### src/rtl/wtc_pkg.sv
package wtc_pkg;
  // Prescaler counter width, sized for the largest divide ratio (128).
  localparam int PRE_W = 7;
  localparam int MODE_W = 15;
  localparam int NUM_OUT = 2;

  // Write address map.
  localparam logic [2:0] ADR_MODE = 3'd0;
  localparam logic [2:0] ADR_CMPA = 3'd1;
  localparam logic [2:0] ADR_CMPB = 3'd2;
  localparam logic [2:0] ADR_PER  = 3'd3;
  localparam logic [2:0] ADR_CMD  = 3'd4;

  // Command bits.
  localparam int CMD_EN   = 0;
  localparam int CMD_DIS  = 1;
  localparam int CMD_TRIG = 2;

  // Time base select code for the slow time base.
  localparam logic [2:0] SEL_SLOW = 3'd4;

  // Low bit of each output's action group in the mode word.
  localparam int ACT_BASE_A = 3;
  localparam int ACT_BASE_B = 9;

  typedef enum logic [1:0] {
    ACT_NONE = 2'b00,
    ACT_SET  = 2'b01,
    ACT_CLR  = 2'b10,
    ACT_TGL  = 2'b11
  } act_e;

  // New output level after an action is applied.
  function automatic logic apply_act(act_e a, logic cur);
    case (a)
      ACT_SET: apply_act = 1'b1;
      ACT_CLR: apply_act = 1'b0;
      ACT_TGL: apply_act = ~cur;
      default: apply_act = cur;
    endcase
  endfunction

  // Last prescaler index for divide codes 0..3: 1, 7, 31, 127.
  function automatic logic [PRE_W-1:0] div_last(logic [1:0] code);
    logic [PRE_W:0] ratio;
    ratio = (PRE_W+1)'(2) << (2 * code);
    div_last = PRE_W'(ratio - 1'b1);
  endfunction
endpackage

### src/rtl/wtc_prescale.sv
module wtc_prescale
  import wtc_pkg::*;
(
  input  logic       clk,
  input  logic       rst_n,
  input  logic       run,
  input  logic       restart,
  input  logic [2:0] sel,
  input  logic       slow_tick,
  output logic       tick
);
  logic [PRE_W-1:0] pre_q;
  logic             is_div;
  logic             at_last;

  always_comb begin
    is_div  = (sel < 3'd4);
    at_last = (pre_q == div_last(sel[1:0]));
    if (!run)        tick = 1'b0;
    else if (is_div) tick = at_last;
    else             tick = (sel == SEL_SLOW) && slow_tick;
  end

  always_ff @(posedge clk) begin
    if (!rst_n)                                   pre_q <= '0;
    else if (!run || restart || !is_div || at_last) pre_q <= '0;
    else                                          pre_q <= pre_q + 1'b1;
  end
endmodule

### src/rtl/wtc_counter.sv
module wtc_counter #(
  parameter int CNT_W = 16
) (
  input  logic             clk,
  input  logic             rst_n,
  input  logic             tick,
  input  logic             clear,
  input  logic [CNT_W-1:0] period,
  output logic [CNT_W-1:0] cnt,
  output logic             match_per
);
  assign match_per = (cnt == period);

  always_ff @(posedge clk) begin
    if (!rst_n)        cnt <= '0;
    else if (clear)    cnt <= '0;
    else if (tick)     cnt <= match_per ? '0 : cnt + 1'b1;
  end
endmodule

### src/rtl/wtc_out_unit.sv
module wtc_out_unit
  import wtc_pkg::*;
#(
  parameter int CNT_W = 16
) (
  input  logic             clk,
  input  logic             rst_n,
  input  logic             tick,
  input  logic             sw_trig,
  input  logic             match_per,
  input  logic [CNT_W-1:0] cnt,
  input  logic [CNT_W-1:0] duty,
  input  act_e             act_duty,
  input  act_e             act_per,
  input  act_e             act_trig,
  output logic             match_duty,
  output logic             wave
);
  logic nxt;

  assign match_duty = (cnt == duty);

  // Trigger first, then period compare, then duty compare.
  always_comb begin
    if (sw_trig)                 nxt = apply_act(act_trig, wave);
    else if (tick && match_per)  nxt = apply_act(act_per, wave);
    else if (tick && match_duty) nxt = apply_act(act_duty, wave);
    else                         nxt = wave;
  end

  always_ff @(posedge clk) begin
    if (!rst_n) wave <= 1'b0;
    else        wave <= nxt;
  end
endmodule

### src/rtl/wave_timer_chan.sv
module wave_timer_chan
  import wtc_pkg::*;
#(
  parameter int CNT_W = 16
) (
  input  logic             clk,
  input  logic             rst_n,
  input  logic             slow_tick,
  input  logic             wr_en,
  input  logic [2:0]       wr_addr,
  input  logic [CNT_W-1:0] wr_data,
  output logic             out_a,
  output logic             out_b,
  output logic [CNT_W-1:0] count_o,
  output logic             running_o
);
  logic [MODE_W-1:0] mode_q;
  logic [CNT_W-1:0]  duty_q [NUM_OUT];
  logic [CNT_W-1:0]  per_q;
  logic              run_q;

  logic              cmd_wr;
  logic              sw_trig;
  logic              tick;
  logic              match_per;
  logic [CNT_W-1:0]  cnt;
  logic [NUM_OUT-1:0] wave;
  logic [NUM_OUT-1:0] match_duty;

  assign cmd_wr  = wr_en && (wr_addr == ADR_CMD);
  assign sw_trig = cmd_wr && wr_data[CMD_TRIG];

  always_ff @(posedge clk) begin
    if (!rst_n) begin
      mode_q <= '0;
      per_q  <= '0;
      run_q  <= 1'b0;
      for (int i = 0; i < NUM_OUT; i++) duty_q[i] <= '0;
    end else if (wr_en) begin
      case (wr_addr)
        ADR_MODE: mode_q    <= wr_data[MODE_W-1:0];
        ADR_CMPA: duty_q[0] <= wr_data;
        ADR_CMPB: duty_q[1] <= wr_data;
        ADR_PER:  per_q     <= wr_data;
        ADR_CMD: begin
          // Disable wins over enable when both are set.
          if (wr_data[CMD_DIS])     run_q <= 1'b0;
          else if (wr_data[CMD_EN]) run_q <= 1'b1;
        end
        default: ;
      endcase
    end
  end

  wtc_prescale u_pre (
    .clk       (clk),
    .rst_n     (rst_n),
    .run       (run_q),
    .restart   (sw_trig),
    .sel       (mode_q[2:0]),
    .slow_tick (slow_tick),
    .tick      (tick)
  );

  wtc_counter #(.CNT_W(CNT_W)) u_cnt (
    .clk       (clk),
    .rst_n     (rst_n),
    .tick      (tick),
    .clear     (sw_trig),
    .period    (per_q),
    .cnt       (cnt),
    .match_per (match_per)
  );

  for (genvar g = 0; g < NUM_OUT; g++) begin : g_out
    localparam int BASE = (g == 0) ? ACT_BASE_A : ACT_BASE_B;
    wtc_out_unit #(.CNT_W(CNT_W)) u_out (
      .clk        (clk),
      .rst_n      (rst_n),
      .tick       (tick),
      .sw_trig    (sw_trig),
      .match_per  (match_per),
      .cnt        (cnt),
      .duty       (duty_q[g]),
      .act_duty   (act_e'(mode_q[BASE +: 2])),
      .act_per    (act_e'(mode_q[BASE+2 +: 2])),
      .act_trig   (act_e'(mode_q[BASE+4 +: 2])),
      .match_duty (match_duty[g]),
      .wave       (wave[g])
    );
  end

  assign out_a     = wave[0];
  assign out_b     = wave[1];
  assign count_o   = cnt;
  assign running_o = run_q;
endmodule

### config.mk
export PLATFORM = sky130hd
export DESIGN_NAME = wave_timer_chan
export DESIGN_NICKNAME = d
export VERILOG_FILES = /design/src/rtl/wtc_pkg.sv /design/src/rtl/wtc_prescale.sv /design/src/rtl/wtc_counter.sv /design/src/rtl/wtc_out_unit.sv /design/src/rtl/wave_timer_chan.sv
export SDC_FILE = /design/constraint.sdc
export NUM_CORES = 1
export LEC_CHECK = 0
export BUFFER_PORTS_ARGS = -buffer_cell sky130_fd_sc_hd__buf_2
export CORE_ASPECT_RATIO = 0.6
export CORE_MARGIN = 5
export CORE_UTILIZATION = 50
export DETAILED_ROUTE_END_ITERATION = 7
export GPL_ROUTABILITY_DRIVEN = 1
export GPL_TIMING_DRIVEN = 1
export PLACE_DENSITY_LB_ADDON = 0.05
export SLEW_MARGIN = 20
export SYNTH_ARGS = -nofsm -noshare
export SYNTH_HDL_FRONTEND = slang
export SYNTH_SLANG_ARGS = --single-unit
export TNS_END_PERCENT = 1
### constraint.sdc
create_clock -name clk -period 3.44 [get_ports clk]
set_input_delay 0.344 -clock clk [delete_from_list [all_inputs] [get_ports clk]]
set_output_delay 0.344 -clock clk [all_outputs]
set_load 0.05 [all_outputs]
==> key figures, run 1 <==
Critical path
  • Critical Path Source Type: flip-flop
  • CP max FO: 8
  • Setup CP Type: reg -> reg
  • CP endpoint kind: flip-flop
  • Critical path required time: 3.67 ns
  • WP data arrival: roughly 2.8 ns

Timing
  • Clock Skews: 0.00710 ns
  • Final Cycle Share: 75.2%
  • RSZ-0062 raised after global routing: no
  • Setup TNS: 0 ns
  • Slew HR: 44.9%
  • Endpoints failing setup: 0
  • Final Hold Violating Endpoints: 0
  • Worst Max-Slew Pin Slew: 0.819 ns
  • Post-route minimum period: 2.59 ns
  • Fmax: 386 MHz
  • Hold WS: 0.267 ns
  • Final Max Slew Viols: 0

Clocking
  • Clock transition at path regs: ~0.06 ns
  • Clock Sink Count: 89
  • Clk buf depth: 2
  • Root Buffer: clkbuf_16
  • CTS Buf Count: 9
  • # resized after CTS: 0
  • Worst skew pair latency: between 0.3 and 0.4 ns
  • # Post-CTS Setup Buffers: 0
  • TritonCTS clock tree: built
  • # H-tree levels: 3
  • Post-CTS Hold Buffers: 0

Synth
  • Avg Inst Size Synth: slightly below 10 um^2
  • Synth top area share: between 20% and 30%
  • Number of synthesized flops with an enable pin: 32
  • Post-synthesis sequential area ratio: a little under half
  • Top post-synthesis cells by count: 79 x nand2_1, 57 x dfxtp_1, 53 x xnor2_1
  • Yosys warns: 0
  • Count leader, synth: nand2_1
  • Mapped Cells: 455
  • Post-synth ARST share: 0%
  • Cell taking the most area after synthesis: dfxtp_1
  • Syn nets: 486
  • Synth Register Bits: 89
  • Synth cell types: between 50 and 60
  • Post-synthesis cell area: 4420 um^2
  • Largest cells by area after synthesis: dfxtp_1 26%, edfxtp_1 22%, xnor2_1 11%
  • Synth Flop Type: dfxtp_1

Power and ir drop
  • Overall Power: 2.34 mW
  • Leak Pwr: about 1.8 nW
  • VDD IR max: 250 uV
  • Pwr dens: 466 nW/um^2

Drt
  • Iter 0 DRT Violations: 229
  • # DRC: 0
  • Post-DRT Antenna Nets: 0
  • DR pass1 iterations: 5
  • Vias/cell: 5.31
  • DR vias: 3,224
  • DR WL/cell: 17.5 um
  • Final wirelength: between 10 and 15 mm

Floorplanning
  • Die Ht: between 80 and 90 um
  • Initial Utilization: 51.6%
  • # rows: 26
  • Die area: 10,900 um^2
  • Core ar.: 8560 um^2
  • Die W: 131 um
  • IO Pins: 42

Job
  • Max-cap violations: 0

Placed design
  • Port buffer count: 41
  • Dpl hpwl: 8.01 mm
  • GP Congestion: 0.850

Final layout
  • Area delta synth->final: 13.7%
  • Share of post-route cells with drive strength above 1: 16.0%
  • Sequential cell area: 2100 um^2
  • Final #Nets: 521
  • Area of the multi-input gates: 2130 um^2
  • Fill cells: 774
  • ANT cells: 0

GRT
  • Gr ovfl total: 0
  • First-pass GRT wire length: 17.2 mm
  • Vias in the first global route: 3,147
  • Initial antenna violation count: 0
  • Largest net degree at the start of global routing: 40
  • Total track usage: 20.1%

Outcome
  • Status: completed

Min path
  • HP Class: in -> reg
-- where the power goes --
part	leakage [nW]	switching [mW]	internal (mW)	total (mW)
Combinational	0.860	0.0810	0.0572	0.138
Sequential	0.770	0.0225	1.13	1.15
Clock	0.153	0.394	0.658	1.05
-- per-stage QoR --
stage	instance area [um^2]	setup slack (ns)	cells	util [%]
after CTS	5020	0.834	607	58.7
after detailed placement	4700	0.844	591	54.9
after global routing	5020	0.452	607	58.7
after global placement	4700	0.949	591	54.9
after floorplan	4420	0.869	455	-
final	5020	0.852	607	58.7
-- cells in the final DEF (no fill, tap or decap), types with 4 or more instances in the layout --
cell type  count
or3_1          5
ha_1           8
a21boi_0      32
dfxtp_1       57
xor2_1        12
buf_2         41
o21ai_0        9
nor2_1        26
nand4_1       14
nor4_1         4
xnor2_1       53
nand3_1       11
and3_1         6
clkbuf_16      9
a21oi_1        7
buf_4         10
nand2_1       79
and2_1        18
inv_1         12
edfxtp_1      32
-- logic make-up (layout without fill, tap and decap cells) --
kind of cell | count (synthesis) | after routing | synth area share (%)
flops | 89 | 89 | 47.6
simple gates | 182 | 182 | 20.0
buf+inv | 39 | 79 | 4.30
xor+xnor | 65 | 65 | 12.9
fa+ha+maj | 8 | 8 | 2.27
compound gates | 70 | 70 | 12.5
mux | 2 | 2 | 0.453
-- final cells by class --
cell class	instances	area share, %
Sequential cell	89	41.9
Timing Repair Buffer	51	5.58
Tap cell	112	2.79
Multi-Input combinational cell	327	42.4
Clock buffer	12	4.91
Clock inverter	4	1.52
Inverter	12	0.897
-- path summary, 6_finish.rpt --
check | start | endpoint | slack (ns) | cells after the start
min | wr_data[15] | per_q[15] | 0.27 | 3
max reg2reg | u_cnt.cnt[0] | g_out[0].u_out.wave | 0.85 | 7
max | u_cnt.cnt[0] | g_out[0].u_out.wave | 0.85 | 7
min reg2reg | per_q[15] | per_q[15] | 0.48 | 2
-- metal layers --
| metal | global-route usage (%) | vias up | wire length (um) |
|---|---|---|---|
| met3 | 6.16 | 5 | 728 |
| met4 | 3.92 | 0 | 34 |
| met2 | 28.5 | 76 | 4420 |
| li1 | - | 1622 | - |
| met1 | 30.2 | 1521 | 5430 |
| met5 | 0 | - | 0 |
-- sequential cells by signal (all words and copies together), names as in the netlist --
signal,cells
duty_q,32
running_o,1
mode_q,15
u_cnt.cnt,16
g_out.u_out.wave,2
u_pre.pre_q,7
per_q,16
-- worst max-delay path: stages (launching register included) --
cell,delay [ns]
dfxtp_1,0.53
xnor2_1,0.16
nand4_1,0.14
nor4_1,0.75
o211ai_2,0.32
o21ai_0,0.15
nand2_1,0.07
a311o_1,0.35
Note: power is estimated with default switching activity, not from simulation.
==> run 2, diff against run 1 <==
==> constraint.sdc (replaced) <==
create_clock -name clk -period 2.5 [get_ports clk]
set_input_delay 0.25 -clock clk [delete_from_list [all_inputs] [get_ports clk]]
set_output_delay 0.25 -clock clk [all_outputs]
set_load 0.05 [all_outputs]
==> run 2 against run 1 <==
Global-route usage is 0.11 points lower. Setup slack worse by 0.66 ns. Cell count up 1.3%. Total power up 29%. Clock skew hardly changed. Clock power grew 17%. Register-to-register slack lost 0.66 ns. Sequential power increased by 37%. Die area did not move. Utilization grew 0.15 points. Flip-flop and latch count unchanged. Maximum frequency up 12%. Largest cell class unchanged. Largest power group unchanged.
==> key figures, run 2 (same netlist as run 1, synthesis figures left out) <==
Outcome
  • Status: completed (unchanged)

Timing
  • Endpoints failing setup: 0 (unchanged)
  • RSZ-0062 raised after global routing: no (unchanged)
  • Post-route minimum period: 2.30 ns (was 2.59 ns)
  • Final Cycle Share: 92.2% (was 75.2%)
  • Hold WS: 0.167 ns (was 0.267 ns)
  • Worst Max-Slew Pin Slew: 0.753 ns (was 0.819 ns)
  • Setup TNS: 0 ns (unchanged)
  • Slew HR: 49.6% (was 44.9%)
  • Final Max Slew Viols: 0 (unchanged)
  • Fmax: 434 MHz (was 386 MHz)
  • Clock Skews: 0.00728 ns (was 0.00710 ns)
  • Final Hold Violating Endpoints: 0 (unchanged)

Placed design
  • Post-placement cell count: 599 (was 591)
  • Port buffer count: 41 (unchanged)
  • Dpl hpwl: 8.07 mm (was 8.01 mm)
  • GP Congestion: 0.880 (was 0.850)

Critical path
  • Critical path required time: 2.77 ns (was 3.67 ns)
  • CP max FO: 8 (unchanged)
  • Worst Setup SP: u_pre.pre_q[3] (was u_cnt.cnt[0])
  • Slowest cell on the critical path: or4_4 (was nor4_1)
  • CP endpoint kind: flip-flop (unchanged)
  • R2r setup slk: 0.20 ns (was 0.85 ns)
  • CP Depth: 7 (unchanged)
  • Critical Path Source Type: flip-flop (unchanged)
  • WP data arrival: 2.57 ns (was 2.81 ns)
  • WP buf/inv: 0 (unchanged)
  • Top delay family on crit path: simple AND/OR/NAND/NOR gates (unchanged)
  • Worst r2r src: u_pre.pre_q[3] (was u_cnt.cnt[0])
  • CP Capture Point: u_cnt.cnt[14] (was g_out[0].u_out.wave)
  • Setup CP Type: reg -> reg (unchanged)
  • Cell Chain, Critical Path: or4_4, o22ai_4, o2111ai_4, a21oi_4, nand3_2, or3_1, a21oi_1 (was xnor2_1, nand4_1, nor4_1, o211ai_2, o21ai_0, nand2_1, a311o_1)
  • R2R cell count: 7 (unchanged)
  • Max stage delay on crit path: 0.56 ns (was 0.75 ns)
  • Reg2reg end: u_cnt.cnt[14] (was g_out[0].u_out.wave)

Drt
  • Top Metal Used: met4 (unchanged)
  • DR pass1 iterations: 4 (was 5)
  • Final wirelength: 10.7 mm (was 10.6 mm)
  • DR WL/cell: 17.4 um (was 17.5 um)
  • Met1 wire length: 5.55 mm (was 5.43 mm)
  • Met3 wire length: 775 um (was 728 um)
  • Vias/cell: 5.40 (was 5.31)
  • # DRC: 0 (unchanged)
  • Iter 0 DRT Violations: 246 (was 229)
  • Routed length on met2: 4.29 mm (was 4.42 mm)
  • Post-DRT Antenna Nets: 0 (unchanged)
  • DR vias: 3,318 (was 3,224)

GRT
  • Total track usage: 20.0% (was 20.1%)
  • Initial antenna violation count: 0 (unchanged)
  • Vias in the first global route: 3,104 (was 3,147)
  • Largest net degree at the start of global routing: 26 (was 40)
  • Gr ovfl total: 0 (unchanged)
  • First-pass GRT wire length: 17.0 mm (was 17.2 mm)

Power and ir drop
  • Leak Pwr: 1.80 nW (was 1.78 nW)
  • Pwr dens: 599 nW/um^2 (was 466 nW/um^2)
  • Overall Power: 3.01 mW (was 2.34 mW)
  • VDD IR max: 377 uV (was 250 uV)

Final layout
  • Area delta synth->final: 13.9% (was 13.7%)
  • ANT cells: 0 (unchanged)
  • Area of the multi-input gates: 2140 um^2 (was 2130 um^2)
  • Final #Nets: 529 (was 521)
  • Max reg flops: 32 (unchanged)
  • Final Util: 58.8% (was 58.7%)
  • Most common cell after layout, fill and taps aside: nand2_1 (unchanged)
  • Post-Layout Cell Count: 615 (was 607)
  • Fill cells: 778 (was 774)
  • Largest Register: duty_q (unchanged)
  • Top flop regs: duty_q x32, per_q x16, u_cnt.cnt x16 (unchanged)
  • Share of post-route cells with drive strength above 1: 17.5% (was 16.0%)
  • Highest-count cells in the layout ignoring fill and taps: 79 x nand2_1, 57 x dfxtp_1, 53 x xnor2_1, 41 x buf_2 (unchanged)
  • Sequential cell area: 2100 um^2 (unchanged)

Clocking
  • # Post-CTS Setup Buffers: 0 (unchanged)
  • Worst skew pair latency: 0.34 ns (about the same)
  • CTS Buf Count: 9 (unchanged)
  • Clock transition at path regs: 0.06 ns (about the same)
  • Root Buffer: clkbuf_16 (unchanged)
  • Clock Sink Count: 89 (unchanged)
  • Post-CTS Hold Buffers: 0 (unchanged)
  • Clk buf depth: 2 (unchanged)
  • # resized after CTS: 0 (unchanged)
  • # H-tree levels: 3 (unchanged)
  • TritonCTS clock tree: built (unchanged)

Floorplanning
  • Die area: 10,900 um^2 (unchanged)
  • # rows: 26 (unchanged)
  • IO Pins: 42 (unchanged)
  • Initial Utilization: 51.6% (unchanged)
  • Die Ht: 82.8 um (unchanged)
  • Core ar.: 8560 um^2 (unchanged)
  • Die W: 131 um (unchanged)

Job
  • Max-cap violations: 0 (unchanged)

Min path
  • Hold path depth: 3 (unchanged)
  • HP Class: in -> reg (unchanged)
## run 2: changes by cell type in the layout (fill, tap and decap cells not counted)
cell | before | now
buf_4 | 10 | 18
bufinv_16 | 2 | 0
clkbuf_2 | 0 | 1
clkinv_2 | 0 | 2
clkinv_4 | 1 | 0
nor4_1 | 4 | 3
nor4_2 | 0 | 1
## run 2: area by class of cell
type	count	area share, %
flip-flops and latches	89	41.8
clock inverters	3	0.348
repair buffers	59	6.76
clock buffers	13	5.00
inverters	12	0.895
multi-input cells	327	42.5
well taps	112	2.78
## run 2: worst reg2reg max path, cell delays in order, from the launching register on
cell       delay (ns)
dfxtp_1          0.35
or4_4            0.56
o22ai_4          0.18
o2111ai_4        0.20
a21oi_4          0.31
nand3_2          0.17
or3_1            0.33
a21oi_1          0.14
## run 2: stage by stage
step                      setup WS, ns  area [um^2]
final                            0.196         5030
after global routing            0.0374         5030
after global placement           0.246         4760
after CTS                        0.189         5030
after detailed placement         0.196         4760
after floorplan                 0.0881         4420
## run 2: power by group
group | switching, mW | internal (mW)
combinational | 0.115 | 0.0859
clock | 0.531 | 0.702
sequential | 0.0296 | 1.55
## run 2: metal layers
metal	track usage (%)	up-vias
met1	30.1	1587
met4	4.76	0
li1	-	1630
met5	0	-
met2	28.1	92
met3	5.92	9
## run 2: how the worst min path moves through the flow
| stage | slack, ns | end | startpoint |
|---|---|---|---|
| after floorplan | 0.39 | running_o | wr_data[0] |
| after global placement | 0.47 | per_q[6] | per_q[6] |
| after detailed placement | 0.47 | per_q[15] | per_q[15] |
| after CTS | 0.16 | per_q[15] | wr_data[15] |
| after global routing | 0.18 | per_q[11] | wr_data[11] |
| final | 0.17 | per_q[15] | wr_data[15] |
